--- src/rtl/mdft_pkg.sv ---
package mdft_pkg;

    typedef enum logic [1:0] {
        ST_IDLE = 2'd0,
        ST_CLR  = 2'd1,
        ST_RD   = 2'd2,
        ST_CHK  = 2'd3
    } mdft_state_e;

    localparam int CODE_COL_BITS = 3;

endpackage

--- src/rtl/mdft_step.sv ---
module mdft_step #(
    parameter int ROWS   = 16,
    parameter int COLS   = 4,
    parameter int ROWS_W = 4,
    parameter int COLS_W = 2
) (
    input  logic [ROWS_W-1:0] row,
    input  logic [COLS_W-1:0] col,
    input  logic              descend,
    output logic [ROWS_W-1:0] nxt_row,
    output logic [COLS_W-1:0] nxt_col,
    output logic [ROWS_W-1:0] prv_row,
    output logic [COLS_W-1:0] prv_col,
    output logic              is_first,
    output logic              is_last
);
    localparam logic [ROWS_W-1:0] ROW_TOP  = ROWS_W'(ROWS - 1);
    localparam logic [COLS_W-1:0] COL_TOP  = COLS_W'(COLS - 1);
    localparam logic [ROWS_W-1:0] ROW_ONE  = ROWS_W'(1);
    localparam logic [COLS_W-1:0] COL_ONE  = COLS_W'(1);

    logic [ROWS_W-1:0] row_start;
    logic [ROWS_W-1:0] row_end;
    logic [ROWS_W-1:0] row_fwd;
    logic [ROWS_W-1:0] row_back;

    always_comb begin
        row_start = descend ? ROW_TOP : '0;
        row_end   = descend ? '0 : ROW_TOP;
        row_fwd   = descend ? (row - ROW_ONE) : (row + ROW_ONE);
        row_back  = descend ? (row + ROW_ONE) : (row - ROW_ONE);

        is_first  = (col == '0) && (row == row_start);
        is_last   = (col == COL_TOP) && (row == row_end);

        if (col == COL_TOP) begin
            nxt_col = '0;
            nxt_row = row_fwd;
        end else begin
            nxt_col = col + COL_ONE;
            nxt_row = row;
        end

        if (col == '0) begin
            prv_col = COL_TOP;
            prv_row = row_back;
        end else begin
            prv_col = col - COL_ONE;
            prv_row = row;
        end
    end

endmodule

--- src/rtl/mdft_pack.sv ---
module mdft_pack #(
    parameter int ROWS_W = 4,
    parameter int COLS_W = 2,
    parameter int CODE_W = ROWS_W + mdft_pkg::CODE_COL_BITS
) (
    input  logic [ROWS_W-1:0] row,
    input  logic [COLS_W-1:0] col,
    output logic [CODE_W-1:0] code
);
    localparam int PAD_W = mdft_pkg::CODE_COL_BITS - COLS_W;

    generate
        if (PAD_W > 0) begin : g_pad
            assign code = {row, {PAD_W{1'b0}}, col};
        end else begin : g_nopad
            assign code = {row, col};
        end
    endgenerate

endmodule

--- src/rtl/mdft_engine.sv ---
module mdft_engine #(
    parameter int ROWS   = 16,
    parameter int COLS   = 4,
    parameter int DATA_W = 8,
    parameter int ROWS_W = (ROWS > 1) ? $clog2(ROWS) : 1,
    parameter int COLS_W = (COLS > 1) ? $clog2(COLS) : 1,
    parameter int CODE_W = ROWS_W + mdft_pkg::CODE_COL_BITS
) (
    input  logic              clk,
    input  logic              rst_n,
    input  logic              start,
    output logic              busy,
    output logic              done,
    output logic              fail,
    output logic [CODE_W-1:0] victim_code,
    output logic [CODE_W-1:0] aggressor_code,
    output logic              mem_we,
    output logic              mem_re,
    output logic [ROWS_W-1:0] mem_row,
    output logic [COLS_W-1:0] mem_col,
    output logic [DATA_W-1:0] mem_wdata,
    input  logic [DATA_W-1:0] mem_rdata
);
    import mdft_pkg::*;

    localparam logic [ROWS_W-1:0] ROW_TOP = ROWS_W'(ROWS - 1);
    localparam logic [CODE_W-1:0] NO_AGG  = '1;

    typedef struct packed {
        mdft_state_e       st;
        logic [ROWS_W-1:0] row;
        logic [COLS_W-1:0] col;
        logic [ROWS_W-1:0] vrow;
        logic [COLS_W-1:0] vcol;
        logic              dir;
        logic              loc;
        logic              busy;
        logic              done;
        logic              fail;
        logic [CODE_W-1:0] vcode;
        logic [CODE_W-1:0] acode;
    } regs_t;

    localparam regs_t REGS_RESET = '{
        st:    ST_IDLE,
        row:   '0,
        col:   '0,
        vrow:  '0,
        vcol:  '0,
        dir:   1'b0,
        loc:   1'b0,
        busy:  1'b0,
        done:  1'b0,
        fail:  1'b0,
        vcode: '0,
        acode: '0
    };

    regs_t q, d;

    logic              step_desc;
    logic [ROWS_W-1:0] nxt_row, prv_row;
    logic [COLS_W-1:0] nxt_col, prv_col;
    logic              at_first, at_last;
    logic [CODE_W-1:0] cur_code, prv_code;
    logic              rd_nonzero;
    logic              at_victim;

    assign step_desc = (q.st == ST_CLR) ? 1'b0 : q.dir;

    mdft_step #(
        .ROWS   (ROWS),
        .COLS   (COLS),
        .ROWS_W (ROWS_W),
        .COLS_W (COLS_W)
    ) step_i (
        .row      (q.row),
        .col      (q.col),
        .descend  (step_desc),
        .nxt_row  (nxt_row),
        .nxt_col  (nxt_col),
        .prv_row  (prv_row),
        .prv_col  (prv_col),
        .is_first (at_first),
        .is_last  (at_last)
    );

    mdft_pack #(
        .ROWS_W (ROWS_W),
        .COLS_W (COLS_W),
        .CODE_W (CODE_W)
    ) pack_cur_i (
        .row  (q.row),
        .col  (q.col),
        .code (cur_code)
    );

    mdft_pack #(
        .ROWS_W (ROWS_W),
        .COLS_W (COLS_W),
        .CODE_W (CODE_W)
    ) pack_prv_i (
        .row  (prv_row),
        .col  (prv_col),
        .code (prv_code)
    );

    assign rd_nonzero = (mem_rdata != '0);
    assign at_victim  = (q.row == q.vrow) && (q.col == q.vcol);

    always_comb begin
        d         = q;
        mem_we    = 1'b0;
        mem_re    = 1'b0;
        mem_wdata = '0;
        mem_row   = q.row;
        mem_col   = q.col;

        unique case (q.st)
            ST_IDLE: begin
                if (start) begin
                    d.st    = ST_CLR;
                    d.row   = '0;
                    d.col   = '0;
                    d.dir   = 1'b0;
                    d.loc   = 1'b0;
                    d.busy  = 1'b1;
                    d.done  = 1'b0;
                    d.fail  = 1'b0;
                    d.vcode = '0;
                    d.acode = '0;
                end
            end

            ST_CLR: begin
                mem_we    = 1'b1;
                mem_wdata = '0;
                if (at_last) begin
                    d.st  = ST_RD;
                    d.row = q.dir ? ROW_TOP : '0;
                    d.col = '0;
                end else begin
                    d.row = nxt_row;
                    d.col = nxt_col;
                end
            end

            ST_RD: begin
                mem_re = 1'b1;
                if (q.loc) begin
                    mem_row = q.vrow;
                    mem_col = q.vcol;
                end
                d.st = ST_CHK;
            end

            ST_CHK: begin
                if (!q.loc) begin
                    if (rd_nonzero) begin
                        d.vrow  = q.row;
                        d.vcol  = q.col;
                        d.vcode = cur_code;
                        d.loc   = 1'b1;
                        d.st    = ST_CLR;
                        d.row   = '0;
                        d.col   = '0;
                    end else begin
                        mem_we    = 1'b1;
                        mem_wdata = '1;
                        if (at_last) begin
                            if (!q.dir) begin
                                d.dir = 1'b1;
                                d.st  = ST_CLR;
                                d.row = '0;
                                d.col = '0;
                            end else begin
                                d.st   = ST_IDLE;
                                d.busy = 1'b0;
                                d.done = 1'b1;
                            end
                        end else begin
                            d.row = nxt_row;
                            d.col = nxt_col;
                            d.st  = ST_RD;
                        end
                    end
                end else begin
                    if (rd_nonzero || at_victim) begin
                        d.acode = (rd_nonzero && !at_first) ? prv_code : NO_AGG;
                        d.fail  = 1'b1;
                        d.done  = 1'b1;
                        d.busy  = 1'b0;
                        d.st    = ST_IDLE;
                    end else begin
                        mem_we    = 1'b1;
                        mem_wdata = '1;
                        d.row     = nxt_row;
                        d.col     = nxt_col;
                        d.st      = ST_RD;
                    end
                end
            end

            default: d = REGS_RESET;
        endcase
    end

    always_ff @(posedge clk or negedge rst_n) begin
        if (!rst_n) begin
            q <= REGS_RESET;
        end else begin
            q <= d;
        end
    end

    assign busy           = q.busy;
    assign done           = q.done;
    assign fail           = q.fail;
    assign victim_code    = q.vcode;
    assign aggressor_code = q.acode;

    // one port operation per cycle
    p_port_exclusive_r4: assert property (@(posedge clk) disable iff (!rst_n)
        !(mem_we && mem_re));

    // read data is consumed in the cycle after the request
    p_check_follows_read_r4: assert property (@(posedge clk) disable iff (!rst_n)
        mem_re |=> (q.st == ST_CHK));

    // a run never ends without done
    p_busy_ends_with_done_r6: assert property (@(posedge clk) disable iff (!rst_n)
        $fell(q.busy) |-> q.done);

    // fail only accompanies a finished run
    p_fail_implies_done_r8: assert property (@(posedge clk) disable iff (!rst_n)
        q.fail |-> q.done);

    // the remembered victim stays fixed through localisation
    p_victim_held_r7: assert property (@(posedge clk) disable iff (!rst_n)
        (q.loc && $past(q.loc) && q.busy) |-> ($stable(q.vrow) && $stable(q.vcol)));

    // a reported aggressor carries a legal column field
    p_code_col_field_r9: assert property (@(posedge clk) disable iff (!rst_n)
        ($rose(q.fail) && (q.acode != NO_AGG)) |-> (int'(q.acode[2:0]) < COLS));

    // start during a run leaves the walk direction untouched
    p_start_ignored_r2: assert property (@(posedge clk) disable iff (!rst_n)
        (q.busy && start && q.dir) |=> (q.dir || !q.busy));

endmodule

--- config.mk ---
export PLATFORM = sky130hd
export DESIGN_NAME = mdft_engine
export DESIGN_NICKNAME = d
export VERILOG_FILES = /design/src/rtl/mdft_pkg.sv /design/src/rtl/mdft_step.sv /design/src/rtl/mdft_pack.sv /design/src/rtl/mdft_engine.sv
export SDC_FILE = /design/constraint.sdc
export NUM_CORES = 1
export LEC_CHECK = 0
export BUFFER_PORTS_ARGS = -buffer_cell sky130_fd_sc_hd__buf_4
export CAP_MARGIN = 20
export CELL_PAD_IN_SITES_DETAIL_PLACEMENT = 1
export CELL_PAD_IN_SITES_GLOBAL_PLACEMENT = 2
export CORE_ASPECT_RATIO = 0.6
export CORE_MARGIN = 2
export CORE_UTILIZATION = 27
export DETAILED_ROUTE_END_ITERATION = 8
export MAX_ROUTING_LAYER = met4
export PLACE_DENSITY = 0.71
export SLEW_MARGIN = 40
export SYNTH_ARGS = -nofsm -noshare
export SYNTH_HDL_FRONTEND = slang
export SYNTH_SLANG_ARGS = --single-unit
export TNS_END_PERCENT = 5
--- constraint.sdc ---
create_clock -name clk -period 2.63 [get_ports clk]
set_input_delay 0.3945 -clock clk [delete_from_list [all_inputs] [get_ports clk]]
set_output_delay 0.3945 -clock clk [all_outputs]
set_load 0.02 [all_outputs]
== Word level (Yosys, flattened, before mapping) ==
Index checks and enable logic that the tools add are counted.
Word-level totals
  output and inout bits: 33
  word-level logic and storage cells: 110
  bits of input ports: 11
  flip-flop bits (word level): 33
Operators by class
  eq/ne operators: 22
  bitwise operators: 1
  $add $sub $neg: 4
  muxes and demuxes: 52
  reduce and logical (&&, ||, !) cells: 19
Operators by type and width (count)
  $mux W8: 8
  $pmux W19 S2: 1
  $mux W4: 9
  $mux W7: 5
  $mux W2: 11
  $mux W19: 1
  $mux W6: 3
  $pmux W6 S3: 1
  $ne A2 B2 Y1 const B: 8
  $ne A3 B3 Y1 const B: 5
  $eq A4 B4 Y1: 3
  $reduce_and A4 Y1: 3
  $mux W1: 10
  $pmux W2 S4: 1
  $reduce_bool A8 Y1: 1
  $eq A2 B2 Y1 const B: 3
  $reduce_and A6 Y1: 1
  $ne A5 B5 Y1 const B: 1
  $reduce_and A5 Y1: 1
  $add A4 B1 Y4 const B: 1
  $logic_and A1 B1 Y1: 4
  $logic_not A2 Y1: 2
  $reduce_and A2 Y1: 2
  $sub A4 B1 Y4 const B: 1
  12 further kinds: 12

== Longest topological paths before layout ==
Gate-level depths: netlist (run 1).
  depth in word-level cells: 11
  mapped depth: 10
  gate-level depth less buffers: 9

== Hierarchy ==
From an unflattened synthesis (run 1), not the netlist that was laid out.
Unflattened totals
  cell total of the unflattened synthesis: 266
  area total of the unflattened synthesis: 2501.1 µm²
By module, submodules not included
  mdft_engine: sequential area each 825.8 µm², instances 1, area an instance 2008.2 µm², cells each 200
  mdft_step: sequential area each 0.0 µm², instances 1, area an instance 380.4 µm², cells each 50
  mdft_pack: sequential area each 0.0 µm², instances 2, area an instance 56.3 µm², cells each 8

== Worst setup path after synthesis (run 1) ==
OpenSTA, ideal clock, no wires.
  kind: input to output
  start: in mem_rdata[1]
  end: out mem_wdata[1]
  data arrival time: 1.834 ns
  path slack: 0.401 ns
  required time: 2.236 ns
  buffers on the path: 2
  stages: 6
  cell sequence: nor4_1 > and2_1 > buf_4 > nand2_1 > nor2_1 > buf_4
Between the ends
  cells in the longest elaborated chain, start to end: 5
  elaborated cells on any way between the ends: 6
  those cells by class: 4 x mux; 2 x reduce/logical
Ends and longest elaborated chain
  start, declared: line mdft_engine.sv:22  | input logic [DATA_W-1:0] mem_rdata
  $reduce_bool A8 Y1 *: line mdft_engine.sv:108  | assign rd_nonzero = (mem_rdata != '0);
  $logic_or A1 B1 Y1: line mdft_engine.sv:188  | if (rd_nonzero || at_victim) begin
  $mux W8: line mdft_engine.sv:188
  $mux W8 *: line mdft_engine.sv:158  | if (!q.loc) begin
  $mux W8 *: line mdft_engine.sv:119  | unique case (q.st)
  end, declared: line mdft_engine.sv:21  | output logic [DATA_W-1:0] mem_wdata,
Every way passes the cells marked *; elsewhere a longest branch is shown, timed or not.

== Final worst setup path (run 1) ==
  start: reg q[28] in the netlist's numbering
  end: out mem_we
Between the ends
  cells in the longest elaborated chain, start to end: 6
Ends and longest elaborated chain
  start, declared: line mdft_engine.sv:59  | regs_t q, d;
  start signal, assigned: line mdft_engine.sv:210  | q <= REGS_RESET;
  start signal, assigned: line mdft_engine.sv:212  | q <= d;
  $eq A4 B4 Y1: line mdft_engine.sv:109  | assign at_victim = (q.row == q.vrow) && (q.col == q.vcol);
  $logic_and A1 B1 Y1: line mdft_engine.sv:109
  $logic_or A1 B1 Y1: line mdft_engine.sv:188
  $mux W1: line mdft_engine.sv:188
  $mux W1: line mdft_engine.sv:158
  $pmux W1 S2: line mdft_engine.sv:119
  end, declared: line mdft_engine.sv:17  | output logic mem_we,
No other way between the ends.

==> results.txt, run 1 <==
status: finished, final reports clean
Max Fclk: 0.424 GHz
cell area power density: 1280 nW/um^2
most frequent cells in the layout: buf_4 (51), dfrtp_1 (32), nand2_1 (19)
Clock Tree Root: clkbuf_16
sequential-to-total area share from yosys stat: 0.377
worst path bufs/invs: 1
DR vias: 1692
CTS tree: yes
crit start category: flip-flop
row count: 24
number of synthesized flops with an enable pin: 0
Synth top area share: 0.377
Post-Syn Nets: 241
Max-Cap Viols: 0
hpwl dp: 4.38 mm
Adder-Cell Fraction of Synth Area: 0.0294
dpl cells: 348
global-route wire length before repair: 9.78 mm
final worst slack: 0.272 ns
Tmin final: 2.36 ns
worst path cell trace: xnor2_1 > nand4_1 > nor2_2 > nand2_1 > nand2_1 > a21boi_0 > buf_4
Crit path largest cell delay: 0.53 ns
Clock Path Buffers: 2
core region area: 7450 um^2
pin count of the biggest net entering global routing: 33
post-layout net count: 267
Final Non-Filler Cells: 356
Final Cell Area: 2610 um^2
Die Wd: 119 um
Hold-fix buffers, CTS: 0
Setup Fix Bufs, Post-CTS: 0
grt ovf: 0
Syn Inst Count: 225
post-synth top area cell: dfrtp_1
WP data required: 2.24 ns
num ports: 44
vias in the first global route: 1744
Worst VDD drop: 0.425 mV
synth top area cells: dfrtp_1 (38%), mux2_2 (9.0%), buf_4 (8.8%)
GP Congestion: 0.815
Simple-Gate Fraction of Synth Area: 0.147
ANT cells: 0
Seq cells post-synth: 32
starting DRC count in detailed routing: 79
total leakage power: 1.22 nW
period utilization: 0.897
Worst-Margin Slew: 0.562 ns
DR vias/cell: 4.75
cts bufs inserted: 5
layout cells sized above 1: 0.353
later-pin clock latency in the skew report: 0.28 ns
GRT Total Usage: 0.153
critical-path maximum fanout: 12
post-CTS sizing: 0
Setup violations, final: 0
syn avg cell area: 9.44 um^2
Pwr Total: 0.00334 W
Placed Area: 2420 um^2
die area: 8620 um^2
Async S/R FF share, synth: 1.00
final WL: 5.99 mm
Area Overhead vs Synth: 22.6%
Clock Pin Slew Worst Setup and Hold Paths: 0.06 ns
post-synthesis mux area share: 0.104
DR pass1 iterations: 4
post-synthesis xor/xnor area fraction: 0.0371
Chip Height: 72.7 um
Setup crit end kind: output port
Synth Area in Compound Gates: 0.184
port buffer count: 42
final hold vios: 0
CP max stage cell: dfrtp_1
Setup WS pre-CTS: 0.295 ns
H-tree depth: 2
wire length per cell: 16.8 um
CP most frequent cell: nand2_1
initial antenna violation count: 0
synthesized cell area: 2120 um^2
slew margin rel.: 0.624
Fin Clk Skew: 0.00440 ns
Hold WC Path Type: in -> async
commonest non-fill, non-tap cell in the layout: buf_4
largest family of logic cells by synthesized area: compound AO/OA/AOI/OAI gates
Starting Density: 0.285
antenna viol nets, final: 0
unrepaired setup endpoints after global routing: false
critical path arrival: 1.96 ns
Slew Viols, Final: 0
CTS sink count: 32
DRC Markers: 0
total number of yosys warnings: 0
Primary FF master, synth: dfrtp_1
critical path class: reg -> out
Netlist cell types: 47
Top delay family on crit path: simple AND/OR/NAND/NOR gates
Final TNS setup: 0 ns
through the flow:
stage	util	hold WS, ns
floorplan	-	0.0989
CTS	0.349	0.0734
finish	0.350	0.0507
global placement	0.325	0.383
global route	0.350	0.0878
detailed placement	0.325	0.380
cell usage after synthesis, types with 3 or more instances:
master / count
a21oi_1: 15
a22o_1: 8
a31oi_1: 5
buf_2: 5
buf_4: 25
dfrtp_1: 32
ha_1: 5
inv_1: 9
mux2_2: 17
mux2i_1: 3
nand2_1: 19
nand3_1: 5
nand4_1: 3
nor2_1: 11
o21ai_0: 13
xnor2_1: 7
layout make-up:
cell class,instances,area [um^2]
clock buffer,7,153
clock inverter,1,30.0
fill,888,4840
inverter,9,33.8
multi-input combinational,152,1070
sequential,32,801
tap,104,130
timing repair buffer,51,383
report_power, final:
part	internal (W)	switching, W
clock network	0.000499	0.000228
logic	0.000722	0.000992
registers	0.000692	0.000210
logic make-up after synthesis:
logic type               after synthesis
adder cells (fa/ha/maj)                5
multiplexers                          20
XOR/XNOR                               9
AND/OR/NAND/NOR                       60
flip-flops                            32
other                                  1
AO/OA/AOI/OAI                         57
buffers and inverters                 41
routing by layer:
layer,part of all wire,vias to the layer above,wire length (um),track usage
met5,0,-,0,-
met4,0.0097,0,58,0.0476
met3,0.027,8,163,0.0336
met2,0.40,23,2420,0.201
li1,-,825,-,-
met1,0.56,836,3350,0.229
state kept, by name (all words and copies together), names as in the netlist:
| signal | flops |
|---|---|
| fail | 1 |
| busy | 1 |
| done | 1 |
| aggressor_code | 7 |
| q | 16 |
| victim_code | 6 |
worst paths after layout:
kind	cells after the start	from	slack [ns]	endpoint
min	1	rst_n	0.05	q[18]
min in group clk	2	start	0.37	q[31]
max reg2reg	9	q[32]	0.44	q[27]
min reg2reg	1	done	0.48	done
max in group asynchronous	1	rst_n	2.25	q[26]
max	7	q[28]	0.27	mem_we
Note: power is estimated with default switching activity, not from simulation.
==> run 2, diff against run 1 <==
--- a/config.mk
+++ b/config.mk
@@ -15,6 +15,7 @@
 export DETAILED_ROUTE_END_ITERATION = 8
 export MAX_ROUTING_LAYER = met4
 export PLACE_DENSITY = 0.71
+export REMOVE_ABC_BUFFERS = 1
 export SLEW_MARGIN = 40
 export SYNTH_ARGS = -nofsm -noshare
 export SYNTH_HDL_FRONTEND = slang
==> constraint.sdc (replaced) <==
create_clock -name clk -period 2.63 [get_ports clk]
set_input_delay 0.1315 -clock clk [delete_from_list [all_inputs] [get_ports clk]]
set_output_delay 0.1315 -clock clk [all_outputs]
set_load 0.02 [all_outputs]
==> run 2 against run 1 <==
- power down 0.83%
- via count up 3.3%
- global-route usage up 0.15 points
- largest power group unchanged
==> results.txt, run 2 (synthesis results as in run 1) <==
DR pass1 iterations: 4 (unchanged)
GP Congestion: 0.837 (+2.7%)
Area Overhead vs Synth: 21.8%
Chip Height: 72.7 um (unchanged)
num ports: 44 (unchanged)
Top reg by flops: q
slew margin rel.: 0.636 (+0.0126)
Setup violations, final: 0 (unchanged)
global-route wire length before repair: 10.0 mm (+2.3%)
Clock Tree Root: clkbuf_16
antenna viol nets, final: 0 (unchanged)
DRC Markers: 0 (unchanged)
die area: 8620 um^2 (unchanged)
critical path arrival: 2.14 ns (+0.18 ns)
Final Non-Filler Cells: 354 (-0.56%)
final hold vios: 0 (unchanged)
Setup crit end kind: output port
total leakage power: 1.21 nW (-0.96%)
DR vias: 1747 (+3.3%)
DR vias/cell: 4.94 (+3.8%)
power share of the clock group: 0.217 (about the same)
most frequent cells in the layout: buf_4 (48), dfrtp_1 (32), nand2_1 (19)
Clock Path Buffers: 2 (unchanged)
critical-path maximum fanout: 12 (unchanged)
Worst-Margin Slew: 0.543 ns (-0.0188 ns)
row count: 24 (unchanged)
Int Power: 0.00190 W (-0.73%)
grt ovf: 0 (unchanged)
Crit path largest cell delay: 0.63 ns (+0.10 ns)
ANT cells: 0 (unchanged)
busiest grt layer: met1
Hold WC Path Type: in -> reg
end of the worst register-to-register path: q[28]
Setup Fix Bufs, Post-CTS: 0 (unchanged)
Die Wd: 119 um (unchanged)
Worst Hold Launch: start
Logic pwr share: 0.504 (-0.009)
Critical Path Start: q[28]
utilization after layout: 0.347 (-0.00235)
Worst VDD drop: 0.518 mV (+22%)
Top delay family on crit path: simple AND/OR/NAND/NOR gates
R2R Path Start: q[18]
post-CTS sizing: 0 (unchanged)
Starting Density: 0.285 (unchanged)
core region area: 7450 um^2 (unchanged)
unrepaired setup endpoints after global routing: false
Hold-fix buffers, CTS: 1 (+1)
number of flip-flops in the largest register: 16 (unchanged)
cts bufs inserted: 5 (unchanged)
net load switching power: 0.00142 W (-0.96%)
dpl cells: 345 (-0.86%)
worst path bufs/invs: 1 (unchanged)
pin count of the biggest net entering global routing: 33 (unchanged)
CTS tree: yes
reg-to-reg slack, setup: 0.49 ns (+0.05 ns)
CTS sink count: 32 (unchanged)
Slew Viols, Final: 0 (unchanged)
Reg2Reg Depth: 8 (-1)
met3 Use GR: 0.0367 (+0.00313)
commonest non-fill, non-tap cell in the layout: buf_4
H-tree depth: 2 (unchanged)
status: finished, final reports clean
worst path cell trace: xnor2_1 > nand4_1 > nor2_1 > nand2_1 > nand2_1 > nor2_1 > buf_4
starting DRC count in detailed routing: 55 (-30%)
CP max stage cell: dfrtp_1
port buffer count: 42 (unchanged)
final WL: 6.07 mm (+1.3%)
cell area power density: 1280 nW/um^2 (-0.16%)
met2 GRT Util: 0.201 (+0.000639)
hpwl dp: 4.54 mm (+3.5%)
Hold Crit Depth: 2
WP data required: 2.50 ns (+0.26 ns)
Max Fclk: 0.441 GHz (+4.0%)
wire length per cell: 17.1 um (+1.8%)
GRT Total Usage: 0.154 (+0.00153)
sequential power share: 0.279 (+0.009)
Tmin final: 2.27 ns (-0.0906 ns)
critical path class: reg -> out
period utilization: 0.862 (-0.0344)
Sw Share: 0.427 (-0.000578)
Clock Pin Slew Worst Setup and Hold Paths: 0.06 ns (about the same)
post-layout net count: 265 (-0.75%)
vias in the first global route: 1787 (+2.5%)
M1 GR Usage: 0.232 (+0.00317)
later-pin clock latency in the skew report: 0.28 ns (about the same)
layout cells sized above 1: 0.336 (-0.0172)
initial antenna violation count: 0 (unchanged)
Max-Cap Viols: 0 (unchanged)
crit start category: flip-flop
Fin Clk Skew: 0.00433 ns (-0.0000688 ns)
Hold Path End: q[31]
run 2: cell count changes in the layout (fill, tap and decap cells not counted):
cell / previous run / this run
nor2_2: 2 / 0
dlygate4sd3_1: 0 / 1
nor2_1: 9 / 11
buf_4: 51 / 48
run 2: final cells by class:
cell class	count	area [um^2]
multi-input cells	152	1070
clock inverters	1	30.0
fillers	898	4860
well taps	104	130
flip-flops and latches	32	801
repair buffers	49	370
clock buffers	7	153
inverters	9	33.8
run 2: worst max path at each step:
stage	end	cells after the start	slack, ns
2_1_floorplan	mem_wdata[0]	6	-0.44
3_3_place_gp	aggressor_code[4]	6	0.59
3_5_place_dp	q[28]	8	0.51
4_1_cts	mem_wdata[3]	7	0.36
5_1_grt	mem_wdata[3]	7	0.18
6_report	mem_wdata[3]	7	0.36
run 2: power groups by stage:
stage	Sequential, W	Clock, W	Combinational (W)
after global placement	0.000922	0	0.00167
final	0.000925	0.000718	0.00167
after global routing	0.000961	0.000759	0.00183
after detailed placement	0.000931	0	0.00166
after floorplan	0.00103	0	0.000913
after CTS	0.000925	0.000735	0.00168
run 2: through the flow:
step | hold WS (ns) | TNS, ns | power, W | cell area [um^2] | worst slack [ns]
floorplan | -0.164 | -3.49 | 0.00194 | 1900 | -0.436
global placement | 0.102 | 0 | 0.00259 | 2390 | 0.587
detailed placement | 0.105 | 0 | 0.00259 | 2390 | 0.512
CTS | 0.0919 | 0 | 0.00334 | 2590 | 0.357
global route | 0.124 | 0 | 0.00355 | 2590 | 0.184
finish | 0.0923 | 0 | 0.00331 | 2590 | 0.363
run 2: metal layers:
metal / vias up / wire length, um / part of all wire
met1: 859 / 3250 / 0.54
met4: 0 / 61 / 0.010
met3: 5 / 394 / 0.065
met2: 54 / 2360 / 0.39
met5: - / 0 / 0
li1: 829 / - / -
run 2: worst reg2reg max path, delay by kind of cell, from the launching register on:
kind            cells  cell delay [ns]
flops               1             0.49
fa+ha+maj           1             0.33
compound gates      2             0.49
simple gates        5             0.72
==> run 3, diff against run 2 <==
--- a/config.mk
+++ b/config.mk
@@ -10,7 +10,7 @@
 export CELL_PAD_IN_SITES_DETAIL_PLACEMENT = 1
 export CELL_PAD_IN_SITES_GLOBAL_PLACEMENT = 2
 export CORE_ASPECT_RATIO = 0.6
-export CORE_MARGIN = 2
+export CORE_MARGIN = 3
 export CORE_UTILIZATION = 27
 export DETAILED_ROUTE_END_ITERATION = 8
 export MAX_ROUTING_LAYER = met4
==> run 3 against run 2 <==
- clock-buffer cell count is 2 lower
- setup slack better by 0.058 ns
- via count is 2.1% lower
- cell area is 0.58% lower
- fmax is 2.6% higher
- cell count stayed put
- core utilization is 0.20 points lower
- flip-flop and latch count stayed put
- largest cell class unchanged
- largest power group unchanged
==> results.txt, run 3 (synthesis results as in run 1) <==
Filler cells: 877 (-2.3%)
worst path cell trace: xnor2_1 > nand4_1 > nor2_1 > nand2_1 > nand2_1 > nor2_1 > buf_4
Setup Fix Bufs, Post-CTS: 0 (unchanged)
die area: 9000 um^2 (+4.5%)
Final TNS setup: 0 ns (unchanged)
post-layout net count: 265 (unchanged)
initial antenna violation count: 0 (unchanged)
global-route wire length before repair: 9.63 mm (-3.8%)
Fin Clk Skew: 0.00454 ns (+0.000206 ns)
Tmin final: 2.21 ns (-0.0576 ns)
later-pin clock latency in the skew report: 0.28 ns (about the same)
core region area: 7450 um^2 (unchanged)
row count: 24 (unchanged)
Setup crit end kind: output port
CTS sink count: 32 (unchanged)
DRC Markers: 0 (unchanged)
num ports: 44 (unchanged)
ANT cells: 0 (unchanged)
Clock Path Buffers: 2 (unchanged)
commonest non-fill, non-tap cell in the layout: buf_4
Chip Height: 74.7 um (+2.8%)
grt ovf: 0 (unchanged)
slew margin rel.: 0.637 (+0.000984)
most frequent cells in the layout: buf_4 (48), dfrtp_1 (32), nand2_1 (19)
Setup WS pre-CTS: 0.521 ns (+0.00979 ns)
port buffer count: 42 (unchanged)
Max Fclk: 0.453 GHz (+2.6%)
Top delay family on crit path: simple AND/OR/NAND/NOR gates
Die Wd: 121 um (+1.7%)
utilization after layout: 0.345 (-0.00202)
worst path bufs/invs: 1 (unchanged)
crit start category: flip-flop
period utilization: 0.840 (-0.0219)
Area Overhead vs Synth: 21.1%
Clock Pin Slew Worst Setup and Hold Paths: 0.05 ns (about the same)
starting DRC count in detailed routing: 86 (+56%)
CTS tree: yes
DR vias/cell: 4.83 (-2.1%)
WP data required: 2.50 ns (about the same)
number of flip-flops in the largest register: 16 (unchanged)
cts bufs inserted: 5 (unchanged)
total leakage power: 1.20 nW (-0.85%)
Max-Cap Viols: 0 (unchanged)
antenna viol nets, final: 0 (unchanged)
wire length per cell: 17.0 um (-0.69%)
DR pass1 iterations: 4 (unchanged)
Top reg by flops: q
GRT Total Usage: 0.143 (-0.0111)
Starting Density: 0.285 (unchanged)
unrepaired setup endpoints after global routing: false
hpwl dp: 4.57 mm (+0.61%)
critical path arrival: 2.08 ns (-0.06 ns)
status: finished, final reports clean
final WL: 6.02 mm (-0.69%)
vias in the first global route: 1774 (-0.73%)
final hold vios: 0 (unchanged)
Crit path largest cell delay: 0.62 ns (about the same)
critical path class: reg -> out
critical-path maximum fanout: 12 (unchanged)
H-tree depth: 2 (unchanged)
pin count of the biggest net entering global routing: 33 (unchanged)
Hold WC Path Type: in -> reg
CP max stage cell: dfrtp_1
layout cells sized above 1: 0.336 (unchanged)
DR vias: 1711 (-2.1%)
Worst-Margin Slew: 0.542 ns (-0.00147 ns)
Setup violations, final: 0 (unchanged)
GP Congestion: 0.810 (-3.2%)
Clock Tree Root: clkbuf_16
Slew Viols, Final: 0 (unchanged)
Worst VDD drop: 0.365 mV (-30%)
final worst slack: 0.420 ns (+0.0576 ns)
cell area power density: 1270 nW/um^2 (-0.71%)
## run 3: changes by cell type in the layout (fill, tap and decap cells not counted), sizes merged
cell / delta
clkinvlp: +1
clkinv: +1
clkbuf: -2
## run 3: what timing repair did
action | 4_1_cts | 5_1_grt
hold endpoints to repair | 32 | 0
hold buffers | 1 | 0
gates resized for setup | 0 | 0
## run 3: area by class of cell
type | count | area [um^2] | area share
Clock buffer | 5 | 125 | 0.0486
Clock inverter | 3 | 42.5 | 0.0165
Inverter | 9 | 33.8 | 0.0131
Multi-Input combinational cell | 152 | 1070 | 0.416
Sequential cell | 32 | 801 | 0.311
Tap cell | 104 | 130 | 0.0506
Timing Repair Buffer | 49 | 370 | 0.144
## run 3: per-layer routing
metal	up-vias	track usage	wire length (um)	part of all wire
met3	5	0.0255	261	0.043
li1	820	-	-	-
met1	844	0.217	3300	0.55
met2	42	0.197	2420	0.40
met5	-	-	0	0
met4	0	0.0302	37	0.0061
## run 3: where the power goes
part / internal (W) / leakage [nW] / switching [W]
Sequential: 0.000691 / 0.419 / 0.000235
Clock: 0.000445 / 0.0798 / 0.000219
Combinational: 0.000708 / 0.699 / 0.000974
Total: 0.00184 / 1.20 / 0.00143
## run 3: final timing paths
kind | to | cells past startpoint | start | slack (ns)
max | mem_wdata[7] | 7 | q[28] | 0.42
min | q[31] | 2 | start | 0.10
max reg2reg | q[26] | 6 | q[28] | 0.46
min reg2reg | done | 1 | done | 0.50
max in group asynchronous | q[27] | 2 | rst_n | 1.98
min in group asynchronous | victim_code[1] | 2 | rst_n | 0.34
## run 3: through the flow
step	hold slack (ns)	std cells	instance area (um^2)	power, W
3_5_place_dp	0.103	345	2390	0.00260
2_1_floorplan	-0.164	193	1900	0.00194
6_report	0.103	354	2570	0.00327
5_1_grt	0.106	354	2570	0.00351
3_3_place_gp	0.102	345	2390	0.00259
4_1_cts	0.0938	354	2570	0.00330
